**src/rtl/fds_pkg.sv**
```systemverilog
package fds_pkg;
    typedef enum logic [2:0] {
        ST_IDLE,
        ST_SCAN,
        ST_REQ,
        ST_HIT,
        ST_MISS
    } scan_state_t;

    localparam logic [7:0] MARK_END  = 8'h00;
    localparam logic [7:0] MARK_DEL  = 8'hE5;
    localparam int         ATTR_OFF  = 11;
    localparam int         LABEL_BIT = 3;
    localparam int         CLUS_OFF  = 26;
    localparam int         SIZE_OFF  = 28;
endpackage

```
**src/rtl/fds_entry_ctr.sv**
```systemverilog
module fds_entry_ctr #(
    parameter int ENTRY_BYTES = 32,
    parameter int CNT_W       = 16,
    localparam int OFF_W      = $clog2(ENTRY_BYTES)
) (
    input  logic             clk,
    input  logic             rst_n,
    input  logic             clear,
    input  logic             step,
    output logic [OFF_W-1:0] off,
    output logic             last,
    output logic [CNT_W-1:0] done_cnt
);
    assign last = (off == OFF_W'(ENTRY_BYTES - 1));

    always_ff @(posedge clk or negedge rst_n) begin
        if (!rst_n) begin
            off      <= '0;
            done_cnt <= '0;
        end else if (clear) begin
            off      <= '0;
            done_cnt <= '0;
        end else if (step) begin
            off <= last ? '0 : off + 1'b1;
            if (last) done_cnt <= done_cnt + 1'b1;
        end
    end
endmodule

```
**src/rtl/fds_name_cmp.sv**
```systemverilog
module fds_name_cmp #(
    parameter int NAME_LEN = 11,
    parameter int OFF_W    = 5
) (
    input  logic                  clk,
    input  logic                  rst_n,
    input  logic                  step,
    input  logic [OFF_W-1:0]      off,
    input  logic [7:0]            din,
    input  logic [NAME_LEN*8-1:0] target,
    output logic                  name_ok
);
    logic       mis_q;
    logic       in_name;
    logic [7:0] tbyte;
    int         sel;

    always_comb begin
        in_name = int'(off) < NAME_LEN;
        sel     = in_name ? int'(off) : 0;
        tbyte   = target[sel*8 +: 8];
    end

    always_ff @(posedge clk or negedge rst_n) begin
        if (!rst_n) begin
            mis_q <= 1'b1;
        end else if (step) begin
            if (off == '0)
                mis_q <= (din != tbyte);
            else if (in_name)
                mis_q <= mis_q | (din != tbyte);
        end
    end

    assign name_ok = !mis_q;
endmodule

```
**src/rtl/fds_field_cap.sv**
```systemverilog
module fds_field_cap
    import fds_pkg::*;
#(
    parameter int OFF_W = 5
) (
    input  logic             clk,
    input  logic             rst_n,
    input  logic             step,
    input  logic [OFF_W-1:0] off,
    input  logic [7:0]       din,
    output logic             deleted,
    output logic             label,
    output logic [15:0]      cluster,
    output logic [23:0]      size_lo
);
    always_ff @(posedge clk or negedge rst_n) begin
        if (!rst_n) begin
            deleted <= 1'b0;
            label   <= 1'b0;
            cluster <= '0;
            size_lo <= '0;
        end else if (step) begin
            unique case (int'(off))
                0:            deleted       <= (din == MARK_DEL);
                ATTR_OFF:     label         <= din[LABEL_BIT];
                CLUS_OFF:     cluster[7:0]  <= din;
                CLUS_OFF + 1: cluster[15:8] <= din;
                SIZE_OFF:     size_lo[7:0]  <= din;
                SIZE_OFF + 1: size_lo[15:8] <= din;
                SIZE_OFF + 2: size_lo[23:16] <= din;
                default: ;
            endcase
        end
    end
endmodule

```
**src/rtl/fat_dir_scan.sv**
```systemverilog
module fat_dir_scan
    import fds_pkg::*;
#(
    parameter int NAME_LEN    = 11,
    parameter int ENTRY_BYTES = 32,
    parameter int CNT_W       = 16
) (
    input  logic                  clk,
    input  logic                  rst_n,
    input  logic                  start,
    input  logic [NAME_LEN*8-1:0] target_name,
    input  logic [CNT_W-1:0]      root_entries,
    input  logic                  in_valid,
    input  logic [7:0]            in_byte,
    input  logic                  sector_done,
    output logic                  sector_req,
    output logic                  busy,
    output logic                  found,
    output logic                  not_found,
    output logic [15:0]           first_cluster,
    output logic [31:0]           file_size
);
    localparam int OFF_W = $clog2(ENTRY_BYTES);

    scan_state_t           state_q, state_d;
    logic [NAME_LEN*8-1:0] tgt_q;
    logic [CNT_W-1:0]      count_q;
    logic [15:0]           res_cluster;
    logic [31:0]           res_size;

    logic             accept;
    logic [OFF_W-1:0] off;
    logic             last;
    logic [CNT_W-1:0] done_cnt;
    logic             name_ok, deleted, label;
    logic [15:0]      cap_cluster;
    logic [23:0]      cap_size_lo;
    logic             end_mark, entry_end, hit_now, limit_now;

    assign accept = (state_q == ST_SCAN) && in_valid && !start;

    fds_entry_ctr #(.ENTRY_BYTES(ENTRY_BYTES), .CNT_W(CNT_W)) u_ctr (
        .clk(clk), .rst_n(rst_n), .clear(start), .step(accept),
        .off(off), .last(last), .done_cnt(done_cnt)
    );

    fds_name_cmp #(.NAME_LEN(NAME_LEN), .OFF_W(OFF_W)) u_cmp (
        .clk(clk), .rst_n(rst_n), .step(accept), .off(off),
        .din(in_byte), .target(tgt_q), .name_ok(name_ok)
    );

    fds_field_cap #(.OFF_W(OFF_W)) u_cap (
        .clk(clk), .rst_n(rst_n), .step(accept), .off(off), .din(in_byte),
        .deleted(deleted), .label(label), .cluster(cap_cluster),
        .size_lo(cap_size_lo)
    );

    always_comb begin
        end_mark  = accept && (off == '0) && (in_byte == MARK_END);
        entry_end = accept && last;
        hit_now   = entry_end && name_ok && !deleted && !label;
        limit_now = entry_end && !hit_now &&
                    (({1'b0, done_cnt} + 1'b1) >= {1'b0, count_q});
    end

    // next-state logic
    always_comb begin
        state_d = state_q;
        if (start) begin
            state_d = (root_entries == '0) ? ST_MISS : ST_SCAN;
        end else begin
            unique case (state_q)
                ST_IDLE, ST_HIT, ST_MISS: state_d = state_q;
                ST_REQ:  state_d = ST_SCAN;
                ST_SCAN: begin
                    if (end_mark || limit_now) state_d = ST_MISS;
                    else if (hit_now)          state_d = ST_HIT;
                    else if (sector_done)      state_d = ST_REQ;
                    else                       state_d = ST_SCAN;
                end
                default: state_d = ST_IDLE;
            endcase
        end
    end

    // state and context registers
    always_ff @(posedge clk or negedge rst_n) begin
        if (!rst_n) begin
            state_q     <= ST_IDLE;
            tgt_q       <= '0;
            count_q     <= '0;
            res_cluster <= '0;
            res_size    <= '0;
        end else begin
            state_q <= state_d;
            if (start) begin
                tgt_q       <= target_name;
                count_q     <= root_entries;
                res_cluster <= '0;
                res_size    <= '0;
            end else if (hit_now) begin
                res_cluster <= cap_cluster;
                res_size    <= {in_byte, cap_size_lo};
            end
        end
    end

    // outputs
    always_comb begin
        sector_req    = 1'b0;
        busy          = 1'b0;
        found         = 1'b0;
        not_found     = 1'b0;
        unique case (state_q)
            ST_IDLE: ;
            ST_SCAN: busy = 1'b1;
            ST_REQ:  begin busy = 1'b1; sector_req = 1'b1; end
            ST_HIT:  found = 1'b1;
            ST_MISS: not_found = 1'b1;
            default: ;
        endcase
        first_cluster = res_cluster;
        file_size     = res_size;
    end
endmodule

```
**config.mk**
```make
export PLATFORM = sky130hd
export DESIGN_NAME = fat_dir_scan
export DESIGN_NICKNAME = d
export VERILOG_FILES = /design/src/rtl/fds_pkg.sv /design/src/rtl/fds_entry_ctr.sv /design/src/rtl/fds_name_cmp.sv /design/src/rtl/fds_field_cap.sv /design/src/rtl/fat_dir_scan.sv
export SDC_FILE = /design/constraint.sdc
export NUM_CORES = 1
export LEC_CHECK = 0
export ABC_AREA = 1
export BUFFER_PORTS_ARGS = -buffer_cell sky130_fd_sc_hd__buf_2
export CAP_MARGIN = 20
export CORE_UTILIZATION = 40
export DETAILED_ROUTE_END_ITERATION = 12
export PLACE_DENSITY = 0.66
export SLEW_MARGIN = 20
export SYNTH_ARGS = -nofsm -noshare
export SYNTH_HDL_FRONTEND = slang
export SYNTH_SLANG_ARGS = --single-unit
```
**constraint.sdc**
```tcl
create_clock -name clk -period 4.6 [get_ports clk]
set_input_delay 0.92 -clock clk [delete_from_list [all_inputs] [get_ports clk]]
set_output_delay 0.92 -clock clk [all_outputs]
set_load 0.01 [all_outputs]
```
# Word-level counts from Yosys, hierarchy flattened
# Index checks and enable logic that the tools add are counted.
[word_totals] in_bits=117 word_cells=94 register_bits=219 out_inout_bits=52
[classes] bitwise_logic=1 reduce_logical=35 magnitude_cmp=2 n_shift=1 n_addsub=3 mux=23 n_eq_ne=14
[op_table] operator="variable part select 88 x 32 -> 8 bit" n=1
[op_table] operator="two-way mux 16 bit" n=5
[op_table] operator="two-way mux 32 bit" n=2
[op_table] operator="equality test 5 bit (second input constant)" n=6
[op_table] operator="two-way mux 5 bit" n=4
[op_table] operator="AND reduction 2 bit" n=9
[op_table] operator="adder 16 x 1 -> 17 bit (second input constant)" n=1
[op_table] operator="greater-or-equal comparator 17 x 16 -> 1 bit" n=1
[op_table] operator="adder 16 x 1 -> 16 bit (second input constant)" n=1
[op_table] operator="logical NOT 16 bit" n=1
[op_table] operator="logical AND 1 bit" n=10
[op_table] operator="two-way mux 3 bit" n=3
[op_table] operator="case mux 3 bit (3 select lines)" n=1
[op_table] operator="equality test 8 bit (second input constant)" n=1
[op_table] operator="logical NOT 8 bit" n=1
[op_table] operator="!= test 8 bit" n=1
[op_table] operator="nonzero test 2 bit" n=4
[op_table] operator="equality test 3 x 2 -> 1 bit (second input constant)" n=2
[op_table] operator="two-way mux 1 bit" n=6
[op_table] operator="adder 5 x 1 -> 5 bit (second input constant)" n=1
[op_table] operator="equality test 5 x 4 -> 1 bit (second input constant)" n=1
[op_table] operator="logical NOT 1 bit" n=5
[op_table] operator="logical NOT 5 bit" n=1
[op_table] operator="< comparator 5 x 4 -> 1 bit (second input constant)" n=1
[op_table] operator="other kinds (9)" n=10

# Logic depth before layout (Yosys ltp)
# Gate-level depths: netlist of run 1.
[depth] ltp_word=14 mapped_depth=23

# By module
# A second synthesis of run 1 with hierarchy kept.
[hier_totals] hier_cells=1432 area_unflattened_um2=11330.9
[by_module_without_submodules] mod="fat_dir_scan" area_per_inst_um2=7006.7 seq_area_each_um2=3878.7 cells_each=813 instances=1
[by_module_without_submodules] mod="fds_field_cap" area_per_inst_um2=1761.7 seq_area_each_um2=1051.0 cells_each=186 instances=1
[by_module_without_submodules] mod="fds_name_cmp" area_per_inst_um2=1328.8 seq_area_each_um2=26.3 cells_each=273 instances=1
[by_module_without_submodules] mod="fds_entry_ctr" area_per_inst_um2=1233.7 seq_area_each_um2=525.5 cells_each=160 instances=1

# Worst setup path after synthesis of run 1
# Ideal clock, no wire load.
[synth_path] path_kind="register to register" from="reg u_ctr.done_cnt[0]" to="reg state_q[2]" n_path_buf=0 arrival_ns=2.557 path_stages_with_launch=19 setup_time_ns=0.131 path_slack_ns=1.912 path_cell_list="dfrtp_1 > ha_1 > nand4_1 > nor2_1 > nand4_1 > nor2_1 > nand4_1 > xor2_1 > inv_1 > ha_1 > a21oi_1 > nor2_1 > nor2_1 > nand2_1 > a31oi_1 > nand2_1 > nand3_1 > and2_1 > o211ai_1"
[synth_via] elab_chain_cells=7
[synth_lines] element="start: declaration" line_no="fds_entry_ctr.sv:12" rtl="output logic [CNT_W-1:0] done_cnt"
[synth_lines] element="start signal: assignment" line_no="fds_entry_ctr.sv:25" rtl="if (last) done_cnt <= done_cnt + 1'b1;"
[synth_lines] element="adder 16 x 1 -> 17 bit" line_no="fat_dir_scan.sv:63" rtl="(({1'b0, done_cnt} + 1'b1) >= {1'b0, count_q});"
[synth_lines] element="greater-or-equal comparator 17 x 16 -> 1 bit" line_no="fat_dir_scan.sv:63"
[synth_lines] element="logical AND 1 bit" line_no="fat_dir_scan.sv:62" rtl="limit_now = entry_end && !hit_now &&"
[synth_lines] element="logical OR 1 bit" line_no="fat_dir_scan.sv:76" rtl="if (end_mark || limit_now) state_d = ST_MISS;"
[synth_lines] element="two-way mux 3 bit" line_no="fat_dir_scan.sv:76"
[synth_lines] element="case mux 3 bit (3 select lines)" line_no="fat_dir_scan.sv:72" rtl="unique case (state_q)"
[synth_lines] element="two-way mux 3 bit" line_no="fat_dir_scan.sv:69" rtl="if (start) begin"
[synth_lines] element="end signal: assignment" line_no="fat_dir_scan.sv:95" rtl="state_q <= state_d;"
[synth_lines] element="end: declaration" line_no="fat_dir_scan.sv:25" rtl="scan_state_t state_q, state_d;"
# Every way passes these cells.
# A chain may end at the register's enable or synchronous reset.

# Worst setup path in the final report of run 1
[layout_path] from="reg u_ctr.off[0]" to="reg u_cmp.mis_q"
[layout_via] elab_chain_cells=7 word_cells_on_any_way=10 classes_between="order compare (1); eq/ne (1); shift (1); mux (3); bitwise (1); reduce/logical (3)"
[layout_lines] element="start: declaration" line_no="fds_entry_ctr.sv:10" rtl="output logic [OFF_W-1:0] off,"
[layout_lines] element="start signal: assignment" line_no="fds_entry_ctr.sv:24" rtl="off <= last ? '0 : off + 1'b1;"
[layout_lines] element="< comparator 5 x 4 -> 1 bit" line_no="fds_name_cmp.sv:19" rtl="in_name = int'(off) < NAME_LEN;"
[layout_lines] element="two-way mux 5 bit" line_no="fds_name_cmp.sv:20" rtl="sel = in_name ? int'(off) : 0;"
[layout_lines] element="variable part select 88 x 32 -> 8 bit" line_no="fds_name_cmp.sv:21" rtl="tbyte = target[sel*8 +: 8];"
[layout_lines] element="!= test 8 bit" line_no="fds_name_cmp.sv:29, fds_name_cmp.sv:31"
[layout_lines] element="OR 1 bit" line_no="fds_name_cmp.sv:31" rtl="mis_q <= mis_q | (din != tbyte);"
[layout_lines] element="two-way mux 1 bit" line_no="fds_name_cmp.sv:30" rtl="else if (in_name)"
[layout_lines] element="two-way mux 1 bit" line_no="fds_name_cmp.sv:28" rtl="if (off == '0)"
[layout_lines] element="end signal: assignment" line_no="fds_name_cmp.sv:29" rtl="mis_q <= (din != tbyte);"
[layout_lines] element="end signal: assignment" line_no="fds_name_cmp.sv:31"
[layout_lines] element="end: declaration" line_no="fds_name_cmp.sv:13" rtl="logic mis_q;"
# Parallel ways exist; a longest one is shown, timed or not. The select of a mux whose other input is x is not followed.

==> results of run 1 <==
final cells by class:
cell class	count	area, µm²	area share [%]
inverters	153	575.6	4.692
flip-flops and latches	219	5482	44.69
well taps	330	412.9	3.366
diodes	3	7.507	0.06120
multi-input cells	856	4071	33.19
repair buffers	176	945.9	7.711
clock buffers	34	709.4	5.783
clock inverters	6	62.56	0.5100
per-stage QoR:
step | instances | power [W]
floorplan | 1288 | 0.002564
global placement | 1733 | 0.002797
detailed placement | 1734 | 0.002811
CTS | 1774 | 0.004722
global route | 1776 | 0.004902
finish | 1777 | 0.004672
worst register-to-register path, stage by stage (launching register included):
cell and delay [ns]:
sky130_fd_sc_hd__dfrtp_1 0.68, sky130_fd_sc_hd__nand2_2 0.24, sky130_fd_sc_hd__nand2_2 0.11, sky130_fd_sc_hd__nand2_4 0.31, sky130_fd_sc_hd__nand2_2 0.44, sky130_fd_sc_hd__inv_2 0.41, sky130_fd_sc_hd__nand2_2 0.15, sky130_fd_sc_hd__o21ai_0 0.23
sky130_fd_sc_hd__nand2_1 0.09, sky130_fd_sc_hd__nand2_1 0.10, sky130_fd_sc_hd__nand3_1 0.08, sky130_fd_sc_hd__nand2_1 0.08, sky130_fd_sc_hd__nand2_1 0.05, sky130_fd_sc_hd__nor2_1 0.10, sky130_fd_sc_hd__nand2_1 0.06, sky130_fd_sc_hd__nand2_1 0.06
sky130_fd_sc_hd__nand2_1 0.05
sequential cells by signal, indices dropped and copies added, names as in the netlist:
register	count
state_q	3
u_cmp.mis_q	1
u_cap.size_lo	24
u_ctr.done_cnt	16
tgt_q	88
file_size	32
u_ctr.off	5
u_cap.cluster	16
first_cluster	16
u_cap.label	1
count_q	16
u_cap.deleted	1
metal layers:
| layer | part of all wire, % | global-route usage, % | vias to the layer above |
|---|---|---|---|
| met3 | 5.0 | 2.819 | 44 |
| met1 | 46 | 29.08 | 4171 |
| met5 | 0.041 | 0 | - |
| met4 | 2.3 | 5.650 | 2 |
| met2 | 46 | 33.03 | 241 |
| li1 | - | - | 4418 |
layout by cell type (no fill, tap or decap), types with 3 or more instances in the layout:
cell	Yosys	layout
sky130_fd_sc_hd__o22ai_1	10	10
sky130_fd_sc_hd__dfrtp_1	218	218
sky130_fd_sc_hd__nand2_1	409	409
sky130_fd_sc_hd__inv_1	148	148
sky130_fd_sc_hd__nand3_1	159	159
sky130_fd_sc_hd__nor2_1	28	28
sky130_fd_sc_hd__nor3_1	13	13
sky130_fd_sc_hd__clkbuf_8	0	5
sky130_fd_sc_hd__diode_2	0	3
sky130_fd_sc_hd__a21oi_1	9	9
sky130_fd_sc_hd__clkbuf_1	36	4
sky130_fd_sc_hd__ha_1	22	22
sky130_fd_sc_hd__nor4_1	3	3
sky130_fd_sc_hd__clkinv_2	0	4
sky130_fd_sc_hd__nand2_2	6	6
sky130_fd_sc_hd__o21ai_0	143	143
sky130_fd_sc_hd__buf_4	3	7
sky130_fd_sc_hd__clkbuf_16	0	25
sky130_fd_sc_hd__buf_2	6	166
sky130_fd_sc_hd__o2111ai_1	3	3
sky130_fd_sc_hd__o21ai_1	9	8
sky130_fd_sc_hd__nand4_1	11	11
sky130_fd_sc_hd__xor2_1	10	10
where the power goes:
| group | leakage, nW | internal (W) | switching [W] | total [W] |
|---|---|---|---|---|
| Clock | 0.383 | 0.00112 | 0.000772 | 0.00190 |
| Combinational | 3.18 | 0.000224 | 0.000463 | 0.000687 |
| Sequential | 2.86 | 0.00203 | 0.0000645 | 0.00209 |
| Total | 6.42 | 0.00337 | 0.00130 | 0.00467 |
logic make-up (layout without fill, tap and decap cells):
family,after synthesis,after routing,share of synthesized area [%]
fa+ha+maj,22,22,2.645
simple gates,643,643,26.50
buf+inv,213,369,8.236
xor+xnor,10,10,0.8416
other cells,0,3,0
compound gates,181,181,9.102
flops,219,219,52.68
worst min path at each step:
stage	from	endpoint	slack (ns)	depth (start not counted)
finish	tgt_q[35]$_DFFE_PN0P_	tgt_q[35]$_DFFE_PN0P_	0.47	2
global route	tgt_q[11]$_DFFE_PN0P_	tgt_q[11]$_DFFE_PN0P_	0.49	2
CTS	tgt_q[35]$_DFFE_PN0P_	tgt_q[35]$_DFFE_PN0P_	0.47	2
detailed placement	tgt_q[6]$_DFFE_PN0P_	tgt_q[6]$_DFFE_PN0P_	0.46	2
global placement	tgt_q[72]$_DFFE_PN0P_	tgt_q[72]$_DFFE_PN0P_	0.45	2
floorplan	tgt_q[72]$_DFFE_PN0P_	tgt_q[72]$_DFFE_PN0P_	0.44	2
==> results.sh, run 1 <==
export IMPL_outcome="finished clean"
export IMPL_post_route_setup_tns_ns=0
export IMPL_flow_area_growth_from_synthesis_pct=17.88
export IMPL_synth_enable_flop_cells=0
export IMPL_crit_path_end="u_cmp.mis_q$_DFFE_PN1P_"
export IMPL_worst_r2r_path_depth=16
export IMPL_fp_dieH_um=163.3
export IMPL_critical_path_max_stage_delay_ns=0.68
export IMPL_timing_critical_path_fanout_max=30
export IMPL_setup_reg_to_reg_worst_slack_ns=1.29
export IMPL_synth_top_cells_by_count="sky130_fd_sc_hd__nand2_1, sky130_fd_sc_hd__dfrtp_1, sky130_fd_sc_hd__nand3_1"
export IMPL_globalplace_congestion=0.8189
export IMPL_drt_wirelength_per_cell_um=14.99
export IMPL_hold_class="reg -> reg"
export IMPL_hold_bufs_at_cts=0
export IMPL_final_fill_count=2465
export IMPL_die_area_mm2=0.02667
export IMPL_grt_first_pass_wirelength_um=43840
export IMPL_grt_usage_pct=20.59
export IMPL_drcViolationCount=0
export IMPL_regToRegEndpoint="u_cmp.mis_q$_DFFE_PN1P_"
export IMPL_cts_buffers_inserted=25
export IMPL_cts_setup_buffers=0
export IMPL_io_pins=169
export IMPL_syn_area_per_cell_um2=8.079
export IMPL_critical_path_top_delay_family="simple AND/OR/NAND/NOR gates"
export IMPL_nets=1570
export IMPL_antenna_found_initial=4
export IMPL_post_route_fraction_of_the_period_consumed_by_the_critical_path_pct=72.00
export IMPL_yosys_area_top_type_share_pct=52.42
export IMPL_post_route_min_period_ns=3.312
export IMPL_final_layout_size_suffix_gt1_share_pct=16.07
export IMPL_rsz_0062_raised_after_global_routing="false"
export IMPL_cap_violations=0
export IMPL_largest_net_degree_at_the_start_of_global_routing=123
export IMPL_drt_iter0_drc=676
export IMPL_critPathLaunchType="register"
export IMPL_timing_critical_path_cells="nand2_2 > nand2_2 > nand2_4 > nand2_2 > inv_2 > nand2_2 > o21ai_0 > nand2_1 > nand2_1 > nand3_1 > nand2_1 > nand2_1 > nor2_1 > nand2_1 > nand2_1 > nand2_1"
export IMPL_h_tree_depth=1
export IMPL_max_slew_margin_rel_pct=38.37
export IMPL_timing_final_hold_violations=0
export IMPL_root_buffer="sky130_fd_sc_hd__clkbuf_16"
export IMPL_critical_path_slowest_cell="sky130_fd_sc_hd__dfrtp_1"
export IMPL_netlist_cell_type_count=39
export IMPL_synth_top_cells_by_area="sky130_fd_sc_hd__dfrtp_1, sky130_fd_sc_hd__nand2_1, sky130_fd_sc_hd__nand3_1"
export IMPL_hold_slack_ns=0.4707
export IMPL_core_area_mm2=0.02533
export IMPL_detailroute_via_count=8876
export IMPL_ys_seq_area_share_pct=52.68
export IMPL_fin_ws_ns=1.288
export IMPL_buffer_ports_inserted=168
export IMPL_power_density_cell_area_mw_per_mm2=380.9
export IMPL_via_per_inst=4.995
export IMPL_hpwl_um=18320
export IMPL_finClkSkew_ns=0.01081
export IMPL_total_routed_wirelength_um=26640
export IMPL_synth_top_area_cell="sky130_fd_sc_hd__dfrtp_1"
export IMPL_critPathLaunch="u_ctr.off[0]$_DFFE_PN0P_"
export IMPL_critPathKind="reg -> reg"
export IMPL_dieWidth_um=163.3
export IMPL_worstMarginPinSlew_ns=0.9244
export IMPL_cp_arrival_ns=3.76
export IMPL_mappedNetlistNets=1427
export IMPL_timing_critical_path_buf_inv=1
export IMPL_ant_nets=0
export IMPL_power_static_leakage_nw=6.416
export IMPL_layout_core_utilization_pct=48.43
export IMPL_place_worst_setup_slack_ns=1.300
export IMPL_first_global_vias=8534
export IMPL_timing_critical_path_mode_cell="sky130_fd_sc_hd__nand2_1"
export IMPL_worst_setup_hold_path_clk_slew_ns=0.06
export IMPL_gr_total_overflow=0
export IMPL_max_vdd_ir_drop_mv=0.3033
export IMPL_finalSetupViolCount=0
export IMPL_synthesis_stage_register_bit_count=219
export IMPL_max_freq_mhz=302.0
export IMPL_synthMostInstantiatedCell="sky130_fd_sc_hd__nand2_1"
export IMPL_drv_slew=0
export IMPL_end_kind="register"
export IMPL_synthFlopType="sky130_fd_sc_hd__dfrtp_1"
export IMPL_cts_max_path_buffers=3
export IMPL_initial_core_util_pct=41.09
export IMPL_clock_latency_ns=0.52
export IMPL_cts_tree="yes"
export IMPL_synth_yosys_warnings=0
export IMPL_postSynthCellCount=1288
export IMPL_place_area_mm2=0.01149
export IMPL_worst_r2r_startpoint="u_ctr.off[0]$_DFFE_PN0P_"
export IMPL_cts_num_sinks=219
export IMPL_std_cell_rows=58
export IMPL_final_area_mm2=0.01227
export IMPL_post_synthesis_async_set_or_reset_flop_share_pct=100.0
export IMPL_synthesis_area_mm2=0.01041
export IMPL_ctsResizeCount=0
export IMPL_drt_pass1_iterations=5
export IMPL_required_ns=5.05
export IMPL_worst_path_stages=16
Power figures use the tool's default switching activity.
==> run 2: changes to the inputs <==
PLACE_DENSITY = 0.68   (was 0.66)
clock period = 2.9 ns   (was 4.6 ns; I/O delays follow)
==> results.sh, run 2 (synthesized netlist as in run 1, its figures left out) <==
export IMPL_outcome="finished clean"
export IMPL_intPower_w=0.005693
export IMPL_first_global_vias=8295
export IMPL_critical_path_slowest_cell="sky130_fd_sc_hd__dfrtp_1"
export IMPL_detailroute_via_count=8897
export IMPL_timing_critical_path_cells="ha_2 > nand4_1 > nor2_2 > nand4_1 > nor2_2 > buf_6 > nand2_1 > xor2_2 > ha_1 > nand4_1 > inv_1 > nand4_1 > nand2_1 > a31oi_1 > nand2_1 > nand3_2 > and2_4 > o211ai_1"
export IMPL_post_route_fraction_of_the_period_consumed_by_the_critical_path_pct=96.87
export IMPL_grt_first_pass_wirelength_um=43290
export IMPL_max_vdd_ir_drop_mv=0.4368
export IMPL_total_routed_wirelength_um=26840
export IMPL_required_ns=3.29
export IMPL_fp_dieH_um=163.3
export IMPL_post_layout_total_power_w=0.007776
export IMPL_nets=1585
export IMPL_antenna_found_initial=2
export IMPL_largest_net_degree_at_the_start_of_global_routing=148
export IMPL_drt_iter0_drc=591
export IMPL_drv_slew=0
export IMPL_finalSetupViolCount=0
export IMPL_place_worst_setup_slack_ns=0.01327
export IMPL_io_pins=169
export IMPL_final_layout_size_suffix_gt1_share_pct=18.18
export IMPL_cp_arrival_ns=3.20
export IMPL_drt_wirelength_per_cell_um=14.95
export IMPL_multi_input_combinational_cell_area_mm2=0.004134
export IMPL_cts_num_sinks=219
export IMPL_core_area_mm2=0.02533
export IMPL_die_area_mm2=0.02667
export IMPL_h_tree_depth=1
export IMPL_largest_reg_flops=88
export IMPL_hpwl_um=18510
export IMPL_final_fill_count=2453
export IMPL_fin_ws_ns=0.09085
export IMPL_final_area_mm2=0.01256
export IMPL_registers_top_by_ff_count="tgt_q"
export IMPL_clock_latency_ns=0.52
export IMPL_cap_violations=0
export IMPL_critPathKind="reg -> reg"
export IMPL_flow_area_growth_from_synthesis_pct=20.70
export IMPL_timing_final_hold_violations=0
export IMPL_initial_core_util_pct=41.09
export IMPL_max_freq_mhz=356.0
export IMPL_rsz_0062_raised_after_global_routing="true"
export IMPL_power_static_leakage_nw=6.554
export IMPL_max_slew_margin_rel_pct=42.50
export IMPL_hold_slack_ns=0.0009521
export IMPL_p_seq_share_pct=42.4
export IMPL_register_cell_area_after_layout_mm2=0.005482
export IMPL_drcViolationCount=0
export IMPL_end_kind="register"
export IMPL_place_area_mm2=0.01157
export IMPL_std_cell_rows=58
export IMPL_critical_path_max_stage_delay_ns=0.40
export IMPL_hold_class="in -> async"
export IMPL_final_common_cell="sky130_fd_sc_hd__nand2_1"
export IMPL_power_share_combinational_pct=14.5
export IMPL_drt_pass1_iterations=5
export IMPL_layout_common_cells="sky130_fd_sc_hd__nand2_1, sky130_fd_sc_hd__dfrtp_1, sky130_fd_sc_hd__buf_2"
export IMPL_gr_total_overflow=0
export IMPL_power_density_cell_area_mw_per_mm2=619.0
export IMPL_buffer_ports_inserted=168
export IMPL_dieWidth_um=163.3
export IMPL_globalplace_congestion=0.8814
export IMPL_critPathLaunchType="register"
export IMPL_timing_critical_path_mode_cell="sky130_fd_sc_hd__nand4_1"
export IMPL_timing_critical_path_fanout_max=4
export IMPL_power_switching_w=0.002083
export IMPL_cts_max_path_buffers=3
export IMPL_switch_share_pct=26.78
export IMPL_root_buffer="sky130_fd_sc_hd__clkbuf_16"
export IMPL_worstMarginPinSlew_ns=0.8625
export IMPL_power_share_clock_pct=43.1
export IMPL_finClkSkew_ns=0.005171
export IMPL_post_route_min_period_ns=2.809
export IMPL_grt_usage_pct=20.47
export IMPL_cts_tree="yes"
export IMPL_worst_setup_hold_path_clk_slew_ns=0.06
export IMPL_cts_buffers_inserted=24
export IMPL_ant_nets=0
export IMPL_via_per_inst=4.957
## run 2: path summary, 6_finish.rpt
kind                                                from                 endpoint  slack, ns  depth (start not counted)
max                        u_ctr.done_cnt[0]$_DFFE_PN0P_   state_q[2]$_DFFE_PN0P_       0.09                         18
min                                                rst_n    tgt_q[63]$_DFFE_PN0P_      0.001                          1
max reg2reg                u_ctr.done_cnt[0]$_DFFE_PN0P_   state_q[2]$_DFFE_PN0P_       0.09                         18
min reg2reg                        tgt_q[41]$_DFFE_PN0P_    tgt_q[41]$_DFFE_PN0P_       0.47                          2
max in group asynchronous                          rst_n  count_q[11]$_DFFE_PN0P_       2.05                          2
min in group clk                         target_name[17]    tgt_q[17]$_DFFE_PN0P_       0.26                          3
## run 2: metal layers
layer | up-vias | routed length (µm) | track usage [%]
li1 | 4456 | - | -
met1 | 4172 | 12340 | 28.34
met2 | 222 | 12600 | 33.80
met3 | 47 | 1189 | 2.590
met4 | 0 | 707 | 5.268
met5 | - | 0 | 0
## run 2: power groups by stage
stage	Combinational [W]	Sequential, W	Clock, W
after floorplan	0.000740	0.00333	0
after global placement	0.00111	0.00334	0
after detailed placement	0.00113	0.00335	0
after CTS	0.00114	0.00329	0.00342
after global routing	0.00129	0.00331	0.00353
final	0.00113	0.00330	0.00335
## run 2: area by class of cell
type,count,share of cell area (%)
Sequential cell,219,43.64
Multi-Input combinational cell,856,32.91
Timing Repair Buffer,192,8.557
Clock buffer,31,5.479
Inverter,153,4.582
Tap cell,330,3.287
Clock inverter,12,1.504
Antenna cell,2,0.03984
## run 2: critical path: cells and delay by family, from the launching register on
kind	cells	cell delay [ns]
compound gates	2	0.22
xor+xnor	1	0.16
fa+ha+maj	2	0.53
flops	1	0.40
simple gates	11	1.19
buf+inv	2	0.19
## run 2: timing repair
item	4_1_cts	5_1_grt
resized for setup	1	14
pin swaps	0	11
hold buffers	0	0
buffers inserted	0	5
hold endpoints to repair	0	0
setup endpoints to repair	1	3
## run 2: through the flow
stage | instances | utilization (%) | setup TNS [ns]
floorplan | 1288 | - | 0
global placement | 1745 | 45.69 | 0
finish | 1795 | 49.59 | 0
global route | 1794 | 49.59 | -0.4441
CTS | 1788 | 49.16 | 0
detailed placement | 1745 | 45.69 | 0
